## config.mk

```make
export PLATFORM = sky130hd
export DESIGN_NAME = voice_env
export DESIGN_NICKNAME = d
export VERILOG_FILES = /design/src/rtl/env_pkg.sv /design/src/rtl/env_keyctl.sv /design/src/rtl/env_level_calc.sv /design/src/rtl/voice_env.sv
export SDC_FILE = /design/constraint.sdc
export NUM_CORES = 1
export LEC_CHECK = 0
export ABC_AREA = 1
export BUFFER_PORTS_ARGS = -buffer_cell sky130_fd_sc_hd__buf_2
export CAP_MARGIN = 20
export CORE_UTILIZATION = 42
export DETAILED_ROUTE_END_ITERATION = 7
export GPL_TIMING_DRIVEN = 1
export PLACE_DENSITY = 0.69
export SLEW_MARGIN = 20
export SYNTH_ARGS = -nofsm -noshare
export SYNTH_HDL_FRONTEND = slang
export SYNTH_HIERARCHICAL = 1
export SYNTH_SLANG_ARGS = --single-unit
```

## constraint.sdc

```tcl
create_clock -name clk -period 3.9 [get_ports clk]
set_clock_uncertainty 0.05 [all_clocks]
set_input_delay 0.78 -clock clk [delete_from_list [all_inputs] [get_ports clk]]
set_output_delay 0.78 -clock clk [all_outputs]
set_load 0.005 [all_outputs]
```

## src/rtl/env_pkg.sv

```systemverilog
package env_pkg;

    typedef enum logic [1:0] {
        ST_ATTACK  = 2'd0,
        ST_DECAY   = 2'd1,
        ST_SUSTAIN = 2'd2,
        ST_RELEASE = 2'd3
    } env_state_e;

    typedef struct packed {
        logic on;
        logic off;
    } key_req_t;

    // Phase a key request forces; the release request dominates.
    function automatic env_state_e key_target(env_state_e cur, key_req_t k);
        if (k.off)
            return ST_RELEASE;
        else if (k.on)
            return ST_ATTACK;
        else
            return cur;
    endfunction

    function automatic logic key_any(key_req_t k);
        return k.on | k.off;
    endfunction

endpackage

```

## src/rtl/env_keyctl.sv

```systemverilog
module env_keyctl
    import env_pkg::*;
#(
    parameter int START_DLY = 5,
    localparam int DLY_W = $clog2(START_DLY + 1)
) (
    input  logic       clk,
    input  logic       rst,
    input  logic       tick,
    input  key_req_t   keys,
    input  logic       peak_hit,
    input  logic       sus_hit,
    output env_state_e state,
    output logic       dly_busy
);

    logic [DLY_W-1:0] dly_cnt;

    assign dly_busy = (dly_cnt != '0);

    always_ff @(posedge clk) begin
        if (rst) begin
            state   <= ST_RELEASE;
            dly_cnt <= '0;
        end else if (tick) begin
            if (key_any(keys)) begin
                state   <= key_target(state, keys);
                dly_cnt <= keys.off ? '0 : DLY_W'(START_DLY);
            end else begin
                case (state)
                    ST_ATTACK: begin
                        if (dly_busy)
                            dly_cnt <= dly_cnt - 1'b1;
                        else if (peak_hit)
                            state <= ST_DECAY;
                    end
                    ST_DECAY: begin
                        if (sus_hit)
                            state <= ST_SUSTAIN;
                    end
                    default: ;
                endcase
            end
        end
    end

    // the start delay counts down by one per idle tick
    p_delay_count_r3: assert property (@(posedge clk) disable iff (rst)
        (tick && !key_any(keys) && dly_busy) |=> (dly_cnt == $past(dly_cnt) - 1'b1));

    // a fresh key-on loads the full delay
    p_delay_load_r3: assert property (@(posedge clk) disable iff (rst)
        (tick && keys.on && !keys.off) |=> (dly_cnt == DLY_W'(START_DLY)));

endmodule

```

## src/rtl/env_level_calc.sv

```systemverilog
module env_level_calc
    import env_pkg::*;
#(
    parameter int LVL_W       = 11,
    parameter int RATE_W      = 4,
    parameter int ATK_SLOW    = 32,
    parameter int ATK_FAST    = 1024,
    parameter int REL_STEP    = 8,
    parameter int DECAY_SHIFT = 8
) (
    input  env_state_e        state,
    input  logic [LVL_W-1:0]  lvl,
    input  logic [RATE_W-1:0] rate,
    input  logic [LVL_W-1:0]  sus,
    input  logic              busy,
    output logic [LVL_W-1:0]  nxt,
    output logic              peak_hit,
    output logic              sus_hit
);

    localparam logic [LVL_W-1:0] LVL_MAX   = {LVL_W{1'b1}};
    localparam logic [LVL_W:0]   STEP_SLOW = (LVL_W+1)'(ATK_SLOW);
    localparam logic [LVL_W:0]   STEP_FAST = (LVL_W+1)'(ATK_FAST);
    localparam logic [LVL_W-1:0] STEP_REL  = LVL_W'(REL_STEP);

    logic [LVL_W:0]   atk_sum;
    logic [LVL_W-1:0] lvl_m1;
    logic [LVL_W-1:0] dec_step;
    logic [LVL_W-1:0] dec_val;
    logic [LVL_W-1:0] rel_val;

    always_comb begin
        atk_sum  = {1'b0, lvl} + ((rate == {RATE_W{1'b1}}) ? STEP_FAST : STEP_SLOW);
        lvl_m1   = lvl - LVL_W'(1);
        dec_step = (lvl_m1 >> DECAY_SHIFT) + LVL_W'(1);
        dec_val  = (lvl == '0) ? '0 : lvl - dec_step;
        rel_val  = (lvl >= STEP_REL) ? lvl - STEP_REL : '0;

        nxt      = lvl;
        peak_hit = 1'b0;
        sus_hit  = 1'b0;
        case (state)
            ST_ATTACK: begin
                if (!busy) begin
                    if (atk_sum >= {1'b0, LVL_MAX}) begin
                        nxt      = LVL_MAX;
                        peak_hit = 1'b1;
                    end else begin
                        nxt = atk_sum[LVL_W-1:0];
                    end
                end
            end
            ST_DECAY: begin
                nxt     = dec_val;
                sus_hit = (dec_val <= sus);
            end
            ST_SUSTAIN: nxt = lvl;
            default:    nxt = rel_val;
        endcase
    end

endmodule

```

## src/rtl/voice_env.sv

```systemverilog
module voice_env
    import env_pkg::*;
#(
    parameter int LVL_W       = 11,
    parameter int RATE_W      = 4,
    parameter int START_DLY   = 5,
    parameter int ATK_SLOW    = 32,
    parameter int ATK_FAST    = 1024,
    parameter int REL_STEP    = 8,
    parameter int DECAY_SHIFT = 8,
    parameter int RD_SHIFT    = 4,
    localparam int RD_W       = LVL_W - RD_SHIFT + 1
) (
    input  logic              clk,
    input  logic              rst,
    input  logic              tick,
    input  logic              key_on,
    input  logic              key_off,
    input  logic [RATE_W-1:0] atk_rate,
    input  logic [LVL_W-1:0]  sus_lvl,
    output logic [LVL_W-1:0]  env_level,
    output logic [1:0]        env_state,
    output logic [RD_W-1:0]   env_rd
);

    key_req_t         keys;
    env_state_e       state;
    logic             dly_busy;
    logic             peak_hit;
    logic             sus_hit;
    logic [LVL_W-1:0] lvl_q;
    logic [LVL_W-1:0] lvl_nxt;

    assign keys = '{on: key_on, off: key_off};

    env_keyctl #(.START_DLY(START_DLY)) u_keyctl (
        .clk      (clk),
        .rst      (rst),
        .tick     (tick),
        .keys     (keys),
        .peak_hit (peak_hit),
        .sus_hit  (sus_hit),
        .state    (state),
        .dly_busy (dly_busy)
    );

    env_level_calc #(
        .LVL_W       (LVL_W),
        .RATE_W      (RATE_W),
        .ATK_SLOW    (ATK_SLOW),
        .ATK_FAST    (ATK_FAST),
        .REL_STEP    (REL_STEP),
        .DECAY_SHIFT (DECAY_SHIFT)
    ) u_calc (
        .state    (state),
        .lvl      (lvl_q),
        .rate     (atk_rate),
        .sus      (sus_lvl),
        .busy     (dly_busy),
        .nxt      (lvl_nxt),
        .peak_hit (peak_hit),
        .sus_hit  (sus_hit)
    );

    always_ff @(posedge clk) begin
        if (rst)
            lvl_q <= '0;
        else if (tick) begin
            if (keys.on)
                lvl_q <= '0;
            else if (!keys.off)
                lvl_q <= lvl_nxt;
        end
    end

    assign env_level = lvl_q;
    assign env_state = state;

    // Readout drops the low bits and always shows a clear top bit.
    generate
        if (RD_SHIFT > 0) begin : g_rd_shift
            assign env_rd = {1'b0, lvl_q[LVL_W-1:RD_SHIFT]};
        end else begin : g_rd_full
            assign env_rd = {1'b0, lvl_q};
        end
    endgenerate

    // nothing moves between sample ticks
    p_idle_hold_r9: assert property (@(posedge clk) disable iff (rst)
        !tick |=> ($stable(env_level) && $stable(env_state)));

    // key-on alone silences and enters attack
    p_keyon_clear_r2: assert property (@(posedge clk) disable iff (rst)
        (tick && key_on && !key_off) |=> (env_level == '0 && env_state == ST_ATTACK));

    // both strobes give a silent release
    p_both_keys_r7: assert property (@(posedge clk) disable iff (rst)
        (tick && key_on && key_off) |=> (env_level == '0 && env_state == ST_RELEASE));

    // key-off always lands in release
    p_keyoff_release_r6: assert property (@(posedge clk) disable iff (rst)
        (tick && key_off) |=> (env_state == ST_RELEASE));

    // release steps down by a fixed amount and floors at zero
    p_release_step_r6: assert property (@(posedge clk) disable iff (rst)
        (tick && !key_on && !key_off && env_state == ST_RELEASE) |=>
        (($past(env_level) >= LVL_W'(REL_STEP)) ?
            (env_level == $past(env_level) - LVL_W'(REL_STEP)) : (env_level == '0)));

    // level is silent while the start delay runs
    p_delay_silent_r3: assert property (@(posedge clk) disable iff (rst)
        dly_busy |-> (env_level == '0));

    // decay never raises the level
    p_decay_down_r5: assert property (@(posedge clk) disable iff (rst)
        (tick && !key_on && !key_off && env_state == ST_DECAY) |=> (env_level <= $past(env_level)));

endmodule

```

==> results.py, run 1 <==
metrics = {
    "worst_setup_path": {
        "cpMostUsedCell": "nand2_2",
        "critPathKind": "reg2reg",
        "cpPeakStageDelay_ns": 0.37,
        "cp_max_fo": 5,
        "critPathBufInv": 2,
        "crit_start": "env_level[6]",
        "end_kind": "flop",
        "r2r-start": "env_level[6]",
        "critical_path.top_delay_family": "simple AND/OR/NAND/NOR gates",
        "arrival_ns": 4.12,
        "slowest_stage": "dfxtp_4",
        "cp.required_ns": 4.05,
        "startpoint_type": "flop",
    },
    "global_route": {
        "antenna_found_initial": 0,
        "first_global_vias": 2829,
        "grt_pass1_wl_um": 12900,
        "grt_start_max_net_pins": 15,
        "grt_overflow": 0,
        "grt_util_all_layers_pct": 25.5,
    },
    "die": {
        "dieArea_um2": 6330,
        "fp.coreArea_um2": 5640,
        "ioPinCount": 41,
        "std_cell_rows": 27,
        "die_y_um": 79.6,
        "initial_core_util_pct": 44.8,
        "die_w_um": 79.6,
    },
    "sta": {
        "worst_slew_margin_rel_pct": 47.0,
        "finalHoldViolations": 0,
        "timing.final.crit_share_pct": 102,
        "setup-tns-final_ns": -0.127,
        "slew_viol_final": 0,
        "rsz0062_at_grt": "yes",
        "setup_viol": 2,
        "worst_pin_slew_ns": 0.792,
        "min_period_ns": 3.97,
        "clock.fmax_ghz": 0.252,
        "setup_ws_ns": -0.0682,
        "hold_ws_ns": 0.439,
    },
    "detailed_routing": {
        "dr_wl_met2_um": 3800,
        "highest_layer": "met4",
        "wl_met3_um": 414,
        "dr.pass1.iters": 5,
        "drt-met1-wl_um": 3270,
        "wl_per_cell_um": 13.4,
        "wl_um": 7640,
        "via_per_inst": 5.19,
        "vias": 2966,
        "detail-route-antenna-nets": 0,
        "drc": 0,
        "drt_iter0_markers": 155,
    },
    "logic_synthesis": {
        "synthMuxAreaShare_pct": 0,
        "synth_most_common_cell": "nand2_1",
        "netlist_area_um2": 2530,
        "ys_seq_area_share_pct": 12.7,
        "synthAdderAreaFrac_pct": 12.2,
        "syn_nets": 478,
        "synth_largest_area_cell": "nand2_1",
        "ys_warn_count": 6,
        "synth-compound-area-share_pct": 8.02,
        "synth_top_flop_cell": "dfxtp_1",
        "synthSimpleGateAreaFrac_pct": 48.0,
        "ys_ff_latch": 16,
        "synthXorXnorAreaFrac_pct": 3.42,
        "synth_edf_count": 0,
        "synth_top_area_share_pct": 16.8,
        "synthTopCellsByCount": "nand2_1, inv_1, nor2_1, nand3_1, ha_1",
        "synth.area.top_cells": "nand2_1, dfxtp_1, ha_1",
        "netlist_instances": 434,
        "netlist-cell-type-count": 41,
        "avgSynthCellArea_um2": 5.82,
        "synth_top_family_by_area": "simple AND/OR/NAND/NOR gates",
        "synth-async-reset-ratio_pct": 0,
    },
    "clocking": {
        "clk_pin_slew_ns": 0.07,
        "clockBufferDepth": 2,
        "cts_hold_buf": 0,
        "clk_latency_ns": 0.25,
        "cts-buffers-inserted": 3,
        "cts_num_sinks": 16,
        "cts_tree": "done",
        "clock-root-buffer": "clkbuf_8",
        "htreeDepth": 1,
    },
    "final_layout": {
        "final_util_pct": 56.7,
        "drive_gt1_share_pct": 30.4,
        "syn2layout_area_growth_pct": 26.5,
        "multi_input_area_um2": 1970,
        "n_antenna_cell": 0,
        "regArea_um2": 332,
        "fill_cells": 569,
        "fin_nets": 545,
    },
    "pwr": {
        "totalPowerFinal_w": 0.00118,
        "irDropWorstVdd_v": 0.000227,
        "powerDensity_nw_per_um2": 368,
        "leakage_nw": 1.73,
    },
    "status": {
        "violations": "setup timing",
        "status": "finished with violations",
    },
    "placement": {
        "gp_congestion": 0.932,
        "portBuffers": 39,
        "hpwl_um": 6220,
        "dpl_worst_slack_ns": -0.145,
    },
    "worst_hold_path": {
        "hold_path.class": "reg2reg",
        "worstHoldStart": "u_keyctl/dly_cnt[2]",
    },
    "job": {
        "drv_cap": 0,
    },
}
## area by class of cell
cell class              count  share of cell area [%]
well taps                  72                    2.82
multi-input cells         334                    61.5
inverters                  65                    7.63
clock buffers               4                    1.72
repair buffers             81                    16.0
flip-flops and latches     16                    10.4
## flip-flops by register name (all words and copies together) (netlist names)
name and count:
u_keyctl/state 2, env_level 11, u_keyctl/dly_cnt 3
## worst reg2reg max path, delay by kind of cell, from the launching register on
kind | cells | cell delay (ns)
XOR/XNOR | 2 | 0.31
flip-flops | 1 | 0.37
AND/OR/NAND/NOR | 20 | 1.69
buffers and inverters | 2 | 0.14
AO/OA/AOI/OAI | 3 | 0.46
adder cells (fa/ha/maj) | 3 | 0.86
## cell usage in the layout (no fill, tap or decap), types with 2 or more instances in the layout
cell,netlist,routed
a21oi_1,16,11
a21oi_2,1,5
buf_2,3,39
buf_4,9,42
clkbuf_8,1,4
clkinv_1,2,2
dfxtp_1,16,11
dfxtp_2,0,3
dfxtp_4,0,2
ha_1,23,21
ha_2,0,2
inv_1,61,58
inv_2,2,5
nand2_1,113,103
nand2_2,5,15
nand2_4,4,4
nand3_1,48,43
nand3_2,2,7
nand3b_1,3,3
nand4_1,17,17
nor2_1,60,52
nor2_2,3,8
nor2_4,2,5
nor3_1,4,4
o21ai_0,8,6
o21ai_1,2,4
xor2_1,7,7
## per-stage QoR
step | cell area, um^2 | instances
2_1_floorplan | 2530 | 434
3_3_place_gp | 2950 | 563
3_5_place_dp | 2950 | 563
4_1_cts | 3050 | 570
5_1_grt | 3200 | 572
6_report | 3200 | 572
## report_power, final
group / switching (W) / internal (W) / leakage [nW]
Combinational: 0.000483 / 0.000346 / 1.57
Clock: 0.0000628 / 0.0000896 / 0.0288
Sequential: 0.0000184 / 0.000178 / 0.135
## worst paths after layout
kind         slack (ns)                  end  cells after the start
min reg2reg        0.44  u_keyctl/dly_cnt[2]                      2
max               -0.07    u_keyctl/state[1]                     30
max reg2reg       -0.07    u_keyctl/state[1]                     30
min                0.44  u_keyctl/dly_cnt[2]                      2
## kinds of logic (layout without fill, tap and decap cells)
logic type | Yosys count | after routing
and+or+nand+nor | 266 | 266
adders and majority gates | 24 | 24
DFF | 16 | 16
xor gates and xnor gates | 9 | 9
AOI/OAI and AO/OA | 34 | 34
buffers and inverters | 84 | 150
other | 1 | 1
## what timing repair did
action,CTS,global route
resized for setup,11,40
buffers inserted,3,2
setup endpoints to repair,2,2
pin swaps,10,33
cloned,0,0
## routing by layer
metal  global-route usage [%]  up-vias
met1                     32.4     1356
met3                     3.20       14
met2                     44.7       86
met5                        0        -
li1                         -     1510
met4                     7.27        0
No activity file was read; power rests on OpenSTA's default activity.
==> inputs of run 2 (changes only) <==
--- a/config.mk
+++ b/config.mk
@@ -6,12 +6,12 @@
 export NUM_CORES = 1
 export LEC_CHECK = 0
 export ABC_AREA = 1
-export BUFFER_PORTS_ARGS = -buffer_cell sky130_fd_sc_hd__buf_2
+export BUFFER_PORTS_ARGS = -buffer_cell sky130_fd_sc_hd__clkbuf_2
 export CAP_MARGIN = 20
 export CORE_UTILIZATION = 42
 export DETAILED_ROUTE_END_ITERATION = 7
-export GPL_TIMING_DRIVEN = 1
 export PLACE_DENSITY = 0.69
+export SKIP_LAST_GASP = 1
 export SLEW_MARGIN = 20
 export SYNTH_ARGS = -nofsm -noshare
 export SYNTH_HDL_FRONTEND = slang
==> results.py, run 2 (same netlist as run 1, synthesis figures left out) <==
metrics = {
    "detailed_routing": {
        "wl_per_cell_um": 13.4,
        "vias": 2986,
        "wl_um": 7710,
        "drt_iter0_markers": 210,
        "drc": 0,
        "detail-route-antenna-nets": 0,
        "dr.pass1.iters": 7,
        "via_per_inst": 5.19,
    },
    "worst_hold_path": {
        "worstHoldStart": "u_keyctl/dly_cnt[2]",
        "hold_path.class": "reg2reg",
    },
    "sta": {
        "worst_slew_margin_rel_pct": 45.5,
        "setup_viol": 0,
        "setup-tns-final_ns": 0,
        "finalHoldViolations": 0,
        "rsz0062_at_grt": "yes",
        "slew_viol_final": 0,
        "timing.final.crit_share_pct": 99.7,
        "worst_pin_slew_ns": 0.815,
        "min_period_ns": 3.89,
        "clock.fmax_ghz": 0.257,
    },
    "clocking": {
        "cts_tree": "done",
        "cts_hold_buf": 0,
        "clk_pin_slew_ns": 0.07,
        "cts_num_sinks": 16,
        "cts-buffers-inserted": 3,
        "clockBufferDepth": 2,
        "clk_latency_ns": 0.25,
        "clock-root-buffer": "clkbuf_8",
        "htreeDepth": 1,
    },
    "worst_setup_path": {
        "arrival_ns": 3.98,
        "slowest_stage": "dfxtp_4",
        "end_kind": "flop",
        "cpMostUsedCell": "nand2_1",
        "cpPeakStageDelay_ns": 0.36,
        "r2r-start": "env_level[4]",
        "critPathKind": "reg2reg",
        "crit_start": "env_level[4]",
        "startpoint_type": "flop",
        "cp.required_ns": 3.99,
        "cp_max_fo": 4,
    },
    "final_layout": {
        "layout_common_cells": "nand2_1, inv_1, nor2_1, buf_4, nand3_1",
        "syn2layout_area_growth_pct": 28.6,
        "largestRegisters": "env_level (11), u_keyctl/dly_cnt (3), u_keyctl/state (2)",
        "final_util_pct": 57.6,
        "largest-register": "env_level",
        "final_common_cell": "nand2_1",
        "n_antenna_cell": 0,
        "finalNonFillerCells": 575,
        "largest_reg_flops": 11,
        "drive_gt1_share_pct": 31.0,
        "fin_nets": 549,
        "stdcell_area_um2": 3250,
    },
    "pwr": {
        "irDropWorstVdd_v": 0.000206,
        "powerDensity_nw_per_um2": 370,
        "leakage_nw": 1.75,
        "totalPowerFinal_w": 0.00120,
    },
    "placement": {
        "postPlaceCellArea_um2": 2950,
        "gp_congestion": 0.948,
        "portBuffers": 39,
        "dpl.cell_count": 563,
        "hpwl_um": 6050,
    },
    "job": {
        "drv_cap": 0,
    },
    "die": {
        "fp.coreArea_um2": 5640,
        "die_w_um": 79.6,
        "die_y_um": 79.6,
        "ioPinCount": 41,
        "dieArea_um2": 6330,
        "std_cell_rows": 27,
        "initial_core_util_pct": 44.8,
    },
    "global_route": {
        "grt_pass1_wl_um": 13100,
        "grt_overflow": 0,
        "antenna_found_initial": 0,
        "first_global_vias": 2929,
        "grt_util_all_layers_pct": 26.0,
        "grt_start_max_net_pins": 15,
    },
    "status": {
        "status": "finished clean",
    },
}
run 2: through the flow:
step | worst slack (ns) | hold slack (ns)
4_1_cts | 0.00232 | 0.427
5_1_grt | -0.257 | 0.442
6_report | 0.0111 | 0.428
2_1_floorplan | 0.0229 | 0.395
3_3_place_gp | -0.0326 | 0.409
3_5_place_dp | -0.126 | 0.416
run 2: final timing paths:
kind	to	slack, ns	depth (start not counted)
worst max-delay path	u_keyctl/state[1]	0.01	29
worst min-delay path	u_keyctl/dly_cnt[2]	0.43	2
worst min register to register	u_keyctl/dly_cnt[2]	0.43	2
worst max register to register	u_keyctl/state[1]	0.01	29
run 2: power breakdown:
group	switching, W	internal, W	leakage, nW
Sequential	0.0000189	0.000177	0.135
Clock	0.0000626	0.0000686	0.0216
Combinational	0.000505	0.000371	1.60
run 2: worst max-delay path: cells and delay by family, from the launching register on:
| family | cells | cell delay, ns |
|---|---|---|
| AO/OA/AOI/OAI | 3 | 0.49 |
| XOR/XNOR | 2 | 0.27 |
| adder cells (fa/ha/maj) | 3 | 0.81 |
| buffers and inverters | 1 | 0.06 |
| flip-flops | 1 | 0.36 |
| AND/OR/NAND/NOR | 20 | 1.72 |
run 2: metal layers:
layer	global-route usage [%]	wire length, um	vias up	share of wire [%]
met5	0	0	-	0
li1	-	-	1518	-
met4	7.09	195	0	2.5
met1	32.0	3290	1356	43
met2	47.8	3900	91	51
met3	2.29	326	21	4.2
run 2: layout make-up:
class	count	area (um^2)
Multi-Input combinational cell	334	2000
Clock buffer	3	41.3
Sequential cell	16	333
Timing Repair Buffer	85	541
Fill cell	559	2390
Tap cell	72	90.1
Inverter	65	244
run 2: what timing repair did:
item / 4_1_cts / 5_1_grt
endpoints found under the setup margin: 2 / 2
pin swaps: 6 / 30
resized for setup: 9 / 49
hold endpoints to repair: 0 / 0
gates cloned: 0 / 0
setup buffers: 4 / 5
